===== src/rtl/stop_exit_pkg.sv =====
package stop_exit_pkg;
    localparam int CFG_W      = 5;
    localparam int B_SHORT    = 0;
    localparam int B_RST_DIS  = 1;
    localparam int B_PWR_OFF  = 2;
    localparam int B_HV       = 3;
    localparam int B_OSC_RUN  = 4;

    typedef enum logic [1:0] {
        ST_RUN     = 2'd0,
        ST_STOP    = 2'd1,
        ST_RECOVER = 2'd2
    } seq_state_e;

    typedef struct packed {
        logic short_win;
        logic rst_dis;
        logic pwr_off;
        logic hv;
        logic osc_run;
    } cfg_fields_t;
endpackage


===== src/rtl/stop_exit_cfg.sv =====
module stop_exit_cfg
    import stop_exit_pkg::*;
(
    input  logic             clk_i,
    input  logic             rst_ni,
    input  logic             wr_i,
    input  logic [CFG_W-1:0] data_i,
    output cfg_fields_t      cfg_o
);
    typedef struct packed {
        logic [CFG_W-1:0] word;
        logic             locked;
    } cfg_reg_t;

    cfg_reg_t r_d, r_q;

    always_comb begin
        r_d = r_q;
        if (wr_i && !r_q.locked) begin
            r_d.word   = data_i;
            r_d.locked = 1'b1;
        end
    end

    always_ff @(posedge clk_i or negedge rst_ni) begin
        if (!rst_ni) r_q <= '0;
        else         r_q <= r_d;
    end

    always_comb begin
        cfg_o.short_win = r_q.word[B_SHORT];
        cfg_o.rst_dis   = r_q.word[B_RST_DIS];
        cfg_o.pwr_off   = r_q.word[B_PWR_OFF];
        cfg_o.hv        = r_q.word[B_HV];
        cfg_o.osc_run   = r_q.word[B_OSC_RUN];
    end

    p_write_once_r12: assert property (@(posedge clk_i) disable iff (!rst_ni)
        r_q.locked |=> $stable(r_q.word) && r_q.locked);
endmodule


===== src/rtl/stop_exit_timer.sv =====
module stop_exit_timer #(
    parameter int SHORT_CYC = 32,
    parameter int LONG_CYC  = 4096
) (
    input  logic clk_i,
    input  logic rst_ni,
    input  logic start_i,
    input  logic long_i,
    input  logic active_i,
    output logic done_o
);
    localparam int CNT_W = (LONG_CYC > SHORT_CYC) ? $clog2(LONG_CYC) : $clog2(SHORT_CYC);
    localparam logic [CNT_W-1:0] SHORT_LAST = CNT_W'(SHORT_CYC - 1);
    localparam logic [CNT_W-1:0] LONG_LAST  = CNT_W'(LONG_CYC - 1);

    typedef struct packed {
        logic [CNT_W-1:0] cnt;
        logic             long_sel;
    } tmr_reg_t;

    tmr_reg_t t_d, t_q;
    logic [CNT_W-1:0] last;

    assign last   = t_q.long_sel ? LONG_LAST : SHORT_LAST;
    assign done_o = active_i && !start_i && (t_q.cnt == last);

    always_comb begin
        t_d = t_q;
        if (start_i) begin
            t_d.cnt      = '0;
            t_d.long_sel = long_i;
        end else if (active_i && !done_o) begin
            t_d.cnt = t_q.cnt + 1'b1;
        end
    end

    always_ff @(posedge clk_i or negedge rst_ni) begin
        if (!rst_ni) t_q <= '0;
        else         t_q <= t_d;
    end

    p_cnt_bound_r3: assert property (@(posedge clk_i) disable iff (!rst_ni)
        active_i |-> t_q.cnt <= last);
    p_long_kept_r5: assert property (@(posedge clk_i) disable iff (!rst_ni)
        (active_i && !start_i) |=> $stable(t_q.long_sel));
endmodule


===== src/rtl/stop_exit_seq.sv =====
module stop_exit_seq
    import stop_exit_pkg::*;
#(
    parameter int SHORT_CYC = 32,
    parameter int LONG_CYC  = 4096
) (
    input  logic             clk_i,
    input  logic             rst_ni,
    input  logic             stop_req_i,
    input  logic             wake_i,
    input  logic             ext_rst_i,
    input  logic             lv_trip_i,
    input  logic             cfg_wr_i,
    input  logic [CFG_W-1:0] cfg_data_i,
    output logic             cpu_run_o,
    output logic             sys_rst_o,
    output logic             lvd_en_o,
    output logic             lvd_hv_o,
    output logic             cfg_err_o,
    output logic             ready_o
);
    typedef struct packed {
        seq_state_e st;
        logic       sys_rst;
        logic       ready;
    } seq_reg_t;

    seq_reg_t    s_d, s_q;
    cfg_fields_t cfg;
    logic        start, start_long, done;

    stop_exit_cfg u_cfg (
        .clk_i  (clk_i),
        .rst_ni (rst_ni),
        .wr_i   (cfg_wr_i),
        .data_i (cfg_data_i),
        .cfg_o  (cfg)
    );

    stop_exit_timer #(.SHORT_CYC(SHORT_CYC), .LONG_CYC(LONG_CYC)) u_tmr (
        .clk_i    (clk_i),
        .rst_ni   (rst_ni),
        .start_i  (start),
        .long_i   (start_long),
        .active_i (s_q.st == ST_RECOVER),
        .done_o   (done)
    );

    always_comb begin
        s_d         = s_q;
        s_d.ready   = 1'b0;
        start       = 1'b0;
        start_long  = 1'b1;
        s_d.sys_rst = lv_trip_i && !cfg.pwr_off && !cfg.rst_dis;
        unique case (s_q.st)
            ST_RUN: begin
                if (ext_rst_i) begin
                    start  = 1'b1;
                    s_d.st = ST_RECOVER;
                end else if (stop_req_i) begin
                    s_d.st = ST_STOP;
                end
            end
            ST_STOP: begin
                if (ext_rst_i) begin
                    start  = 1'b1;
                    s_d.st = ST_RECOVER;
                end else if (wake_i) begin
                    start      = 1'b1;
                    start_long = !cfg.short_win;
                    s_d.st     = ST_RECOVER;
                end
            end
            ST_RECOVER: begin
                if (ext_rst_i) begin
                    start = 1'b1;
                end else if (done) begin
                    s_d.st    = ST_RUN;
                    s_d.ready = 1'b1;
                end
            end
            default: s_d.st = ST_RUN;
        endcase
    end

    always_ff @(posedge clk_i or negedge rst_ni) begin
        if (!rst_ni) s_q <= '{st: ST_RUN, sys_rst: 1'b0, ready: 1'b0};
        else         s_q <= s_d;
    end

    assign cpu_run_o = (s_q.st == ST_RUN);
    assign ready_o   = s_q.ready;
    assign sys_rst_o = s_q.sys_rst;
    assign lvd_en_o  = !cfg.pwr_off;
    assign lvd_hv_o  = cfg.hv;
    assign cfg_err_o = cfg.short_win && !cfg.osc_run;

    p_stop_entry_r2: assert property (@(posedge clk_i) disable iff (!rst_ni)
        (cpu_run_o && stop_req_i && !ext_rst_i) |=> !cpu_run_o);
    p_ready_single_r7: assert property (@(posedge clk_i) disable iff (!rst_ni)
        ready_o |=> !ready_o);
    p_ready_at_rise_r7: assert property (@(posedge clk_i) disable iff (!rst_ni)
        $rose(cpu_run_o) |-> ready_o);
    p_trip_reset_r8: assert property (@(posedge clk_i) disable iff (!rst_ni)
        (lv_trip_i && lvd_en_o && !cfg.rst_dis) |=> sys_rst_o);
    p_trip_masked_r9: assert property (@(posedge clk_i) disable iff (!rst_ni)
        (!lvd_en_o || cfg.rst_dis) |=> !sys_rst_o);
    p_rst_restart_r6: assert property (@(posedge clk_i) disable iff (!rst_ni)
        (!cpu_run_o && ext_rst_i) |=> !cpu_run_o);
endmodule


===== config.mk =====
export PLATFORM = sky130hd
export DESIGN_NAME = stop_exit_seq
export DESIGN_NICKNAME = d
export VERILOG_FILES = /design/src/rtl/stop_exit_pkg.sv /design/src/rtl/stop_exit_cfg.sv /design/src/rtl/stop_exit_timer.sv /design/src/rtl/stop_exit_seq.sv
export SDC_FILE = /design/constraint.sdc
export NUM_CORES = 1
export LEC_CHECK = 0
export BUFFER_PORTS_ARGS = -buffer_cell sky130_fd_sc_hd__buf_2
export CAP_MARGIN = 20
export CORE_MARGIN = 1.5
export CORE_UTILIZATION = 55
export CTS_CLUSTER_DIAMETER = 50
export DETAILED_ROUTE_END_ITERATION = 16
export GPL_ROUTABILITY_DRIVEN = 0
export MAX_ROUTING_LAYER = met4
export PLACE_DENSITY = 0.78
export SYNTH_ARGS = -nofsm -noshare
export SYNTH_HDL_FRONTEND = slang
export SYNTH_HIERARCHICAL = 1
export SYNTH_SLANG_ARGS = --single-unit

===== constraint.sdc =====
create_clock -name clk_i -period 5.6 [get_ports clk_i]
set_input_delay 0.84 -clock clk_i [delete_from_list [all_inputs] [get_ports clk_i]]
set_output_delay 0.84 -clock clk_i [all_outputs]
set_load 0.02 [all_outputs]

# Yosys cells after proc, flatten, opt, wreduce, memory -nomap -nowiden
# Cells that the tools add are included.
# word_totals
out_inout_bits	6
regBits	23
elab_cells	53
inputBits	12
# op_classes
addsub	1
n_eq_ne	7
muxes	20
reduce_logical	18
# ops
cell	n
12-bit two-way mux	3
12-bit by 1-bit adder with 12-bit output (second input constant)	1
12-bit equality test	1
2-bit two-way mux	6
1-bit two-way mux	9
1-bit logical AND	7
1-bit logical NOT	7
3-bit != test (second input constant)	2
2-bit one-hot mux with 3 select lines	1
2-bit != test (second input constant)	2
4-bit AND reduction	1
2-bit by 1-bit equality test with 1-bit output (second input constant)	1
2-bit equality test (second input constant)	1
2-bit logical NOT	1
1-bit one-hot mux with 2 select lines	1
2-bit nonzero test	1
2-bit OR reduction	1

# Depth between registers and ports, before layout
# depth
ltp_word	10
depth_mapped	8
ltp_nobuf	6

# Hierarchy
# The synthesis kept the hierarchy.
# modules_own_cells
module	cells_per_inst	area_each_um2	n_inst	seq_area_each_um2
stop_exit_timer	73	737.0	1	325.3
stop_exit_cfg	18	264.0	1	150.1
stop_exit_seq	21	209.0	1	100.1

# Worst setup path after synthesis
# OpenSTA, ideal clock, no wires.
# synth_path
path_type	in2reg
start	input wake_i
end	register u_tmr/t_q[10] (netlist bit)
slack_ns	3.394
required_ns	5.521
path_buffers	2
setup_ns	0.079
path_stages	7
t_arrival_ns	2.127
path_cell_list	a21oi_1 a21oi_1 clkbuf_1 o31ai_4 buf_6 or3_2 a21oi_1
# synth_between
elab_chain_len	9
word_cells_on_any_way	10
classes_between	mux (4); reduce/logical (6)
# synth_lines
element	line_no	rtl
start, declared	stop_exit_seq.sv:10	input logic wake_i,
1-bit two-way mux *	stop_exit_seq.sv:68	end else if (wake_i) begin
1-bit two-way mux *	stop_exit_seq.sv:65	if (ext_rst_i) begin
1-bit one-hot mux with 2 select lines *	stop_exit_seq.sv:55	unique case (s_q.st)
named net start	stop_exit_seq.sv:30	logic start, start_long, done;
1-bit logical NOT	stop_exit_timer.sv:25	assign done_o = active_i && !start_i && (t_q.cnt == last);
1-bit logical AND (2 in series)	stop_exit_timer.sv:25	
1-bit logical NOT	stop_exit_timer.sv:32	end else if (active_i && !done_o) begin
1-bit logical AND	stop_exit_timer.sv:32	
2-bit nonzero test (no line)	n/a	
end signal, assigned	stop_exit_timer.sv:39	else t_q <= t_d;
end, declared	stop_exit_timer.sv:21	tmr_reg_t t_d, t_q;
# The timed path passes the listed nets; every way through them passes the cells marked *.
# A chain may end at the register's enable or synchronous reset.

# Final worst setup path
# layout_path
start	input wake_i
end	register u_tmr/t_q[12] (netlist bit)
# The elaborated chain is that of the path after synthesis.

==> impl_metrics.json <==
{
  "vias_per_cell": 5.70,
  "synth.area.mux_share_pct": 8.48,
  "fin_nets": 138,
  "grt_antenna_before_repair": 0,
  "groute.usage.overall_pct": 20.2,
  "worst_slew_pin_slew_ps": 506,
  "tns_ps": 0,
  "power.static_leakage_nw": 0.561,
  "antenna_left": 0,
  "cts_resized": 0,
  "fin_util_pct": 63.7,
  "setup_violations": 0,
  "netlist_area_mm2": 0.00121,
  "wl_per_cell_um": 14.0,
  "drive_gt1_share_pct": 31.5,
  "hold_viol": 0,
  "final_min_period_over_clock_period_pct": 37.7,
  "synth_top_family_by_area": "simple AND/OR/NAND/NOR gates",
  "root_buffer": "clkbuf_4",
  "synth_common_cells": "dfrtp_1 (23), nor2_1 (11), a21oi_1 (7), nand3_1 (7)",
  "wl_mm": 2.12,
  "hold_buffers": 0,
  "drtIter0Drc": 16,
  "yosysWarnings": 6,
  "worst-path-buf-inv": 2,
  "drc": 0,
  "fmax_ghz": 0.473,
  "p_int_mw": 0.212,
  "holdWs_ps": 451,
  "ir_drop_mv": 0.145,
  "worstHoldPathType": "reg -> reg",
  "synth_compound_area_share_pct": 10.0,
  "grt_overflow": 0,
  "worstPathCellList": "buf_2, a21oi_1, a21oi_1, buf_4, o31ai_4, nor3b_2, mux2_4",
  "critical_path_required_ps": 5810,
  "startpoint": "wake_i",
  "switching_power_mw": 0.0716,
  "clockPowerShare_pct": 26.7,
  "worstHoldStart": "u_cfg/cfg_o[3]",
  "seq_power_share_pct": 62.8,
  "pin_count": 18,
  "worstSetupPathType": "in -> reg",
  "fillers": 164,
  "slew_violations": 0,
  "synth_area_leaders": "dfrtp_1 (48%), mux2_2 (5.6%), xor2_1 (4.3%)",
  "die-height_um": 49.9,
  "cts_buffer_depth": 2,
  "post_cts_buffers": 0,
  "skew_ps": 1.50,
  "critPathLaunchType": "primary input",
  "io_buffers": 17,
  "crit_arrival_ps": 2320,
  "relSlewSlack_pct": 66.3,
  "yosys.area_share.adder_pct": 1.03,
  "r2r_end": "u_tmr/t_q[12]",
  "synth_enable_flop_cells": 0,
  "end_kind": "register",
  "p_comb_share_pct": 10.5,
  "path_delay_family": "compound AO/OA/AOI/OAI gates",
  "core_mm2": 0.00202,
  "whs_path_depth": 1,
  "area_growth_pct": 6.52,
  "ys.flop_type": "dfrtp_1",
  "regToRegSetupSlack_ps": 3510,
  "synth_xor_area_share_pct": 4.34,
  "synth-seq-cells": 23,
  "synth_cell_type_count": 34,
  "synth_top_cell_by_area": "dfrtp_1",
  "fin_area_mm2": 0.00129,
  "avgSynthCellArea_um2": 10.8,
  "placed_area_mm2": 0.00126,
  "ys_seq_area_share_pct": 47.6,
  "cts_sinks": 23,
  "cp_slowest_cell": "o31ai_4",
  "fp-row-count": 16,
  "power_density_mw_per_mm2": 220,
  "reg2reg_depth": 5,
  "netlist_instances": 112,
  "die_x_um": 49.9,
  "insertion_delay_ps": 310,
  "crit_top_cell": "a21oi_1",
  "period_minus_slack_ps": 2110,
  "diodes": 0,
  "cts_buffers": 3,
  "synthArstFlopShare_pct": 100,
  "hold_end": "sys_rst_o",
  "grt_pass1_wl_mm": 3.73,
  "yosys.area_share.simple_pct": 21.1,
  "post-synth-top-count-cell": "dfrtp_1",
  "dp_hpwl_mm": 1.62,
  "cp_max_fo": 18,
  "htreeDepth": 1,
  "tritoncts": "yes",
  "clk_pin_slew_ps": 120,
  "dieArea_mm2": 0.00249,
  "maxCapViolCount": 0,
  "drtPass1Iterations": 4,
  "start_util_pct": 59.8,
  "synth_top_area_share_pct": 47.6,
  "grt_pass1_vias": 870,
  "max_stage_delay_ps": 490,
  "outcome": "finished clean",
  "regArea_um2": 576,
  "grt_setup_unrepaired": "false",
  "synth_nets": 125,
  "p_total_mw": 0.284,
  "grt_max_degree": 24,
  "r2r-start": "u_tmr/t_q[9]",
  "vias": 861,
  "multiInputGateArea_um2": 544,
  "switching_share_pct": 25.2
}
-- cell usage in the layout (no fill, tap or decap), drive strengths merged, types with 2 or more instances in the layout --
| master | netlist | final |
|---|---|---|
| nor2b | 4 | 4 |
| clkbuf | 2 | 3 |
| a21oi | 7 | 7 |
| mux2 | 7 | 7 |
| xor2 | 6 | 6 |
| mux2i | 2 | 2 |
| or3 | 3 | 3 |
| nand3 | 7 | 7 |
| o21ai | 3 | 3 |
| nand4 | 4 | 4 |
| nor4 | 2 | 2 |
| nor3 | 2 | 2 |
| dfrtp | 23 | 23 |
| nor3b | 3 | 3 |
| o31ai | 2 | 2 |
| inv | 4 | 4 |
| nor2 | 11 | 11 |
| buf | 8 | 18 |
| nand2 | 2 | 2 |
-- per-stage QoR --
step | worst slack [ps] | instances
6_report | 3490 | 151
5_1_grt | 3390 | 151
4_1_cts | 3510 | 151
3_5_place_dp | 3160 | 147
3_3_place_gp | 3230 | 147
2_1_floorplan | 3390 | 112
-- worst max-delay path by stage --
| stage | end | slack (ps) | depth (start not counted) |
|---|---|---|---|
| 2_1_floorplan | u_tmr/t_q[10] | 3390 | 7 |
| 3_3_place_gp | u_tmr/t_q[12] | 3230 | 7 |
| 3_5_place_dp | u_tmr/t_q[12] | 3160 | 7 |
| 4_1_cts | u_tmr/t_q[12] | 3510 | 7 |
| 5_1_grt | u_tmr/t_q[12] | 3390 | 5 |
| 6_report | u_tmr/t_q[12] | 3490 | 7 |
-- power groups by stage --
stage	combinational, mW	sequential [mW]	clock, mW
after floorplan	0.0222	0.181	0
after CTS	0.0304	0.178	0.0788
final	0.0298	0.178	0.0760
after global routing	0.0334	0.179	0.0842
after global placement	0.0289	0.181	0
after detailed placement	0.0302	0.182	0
-- cells by family after synthesis --
logic type	after synthesis
buf+inv	14
fa+ha+maj	1
compound gates	17
xor+xnor	6
mux	9
simple gates	42
flops	23
-- sequential cells by signal, summed over array words and instances, names as in the netlist --
| name | flops |
|---|---|
| u_cfg/r_q | 1 |
| u_tmr/t_q | 13 |
| sys_rst_o | 1 |
| ready_o | 1 |
| u_cfg/cfg_o | 5 |
| s_q | 2 |
-- layout make-up --
cell class / instances / area share [%]
tap: 27 / 2.62
clock inverter: 1 / 0.388
clock buffer: 3 / 1.75
multi-input combinational: 75 / 42.2
sequential: 23 / 44.7
timing repair buffer: 18 / 7.18
inverter: 4 / 1.17
-- layer usage --
| layer | wire, um | share of wire [%] | GRT usage, % | vias to the layer above |
|---|---|---|---|---|
| met5 | 0 | 0 | - | - |
| met4 | 24 | 1.1 | 7.41 | 0 |
| met3 | 65 | 3.1 | 3.64 | 4 |
| met2 | 1090 | 51 | 34.7 | 24 |
| met1 | 938 | 44 | 23.7 | 417 |
| li1 | - | - | - | 416 |
Power figures use the tool's default switching activity.
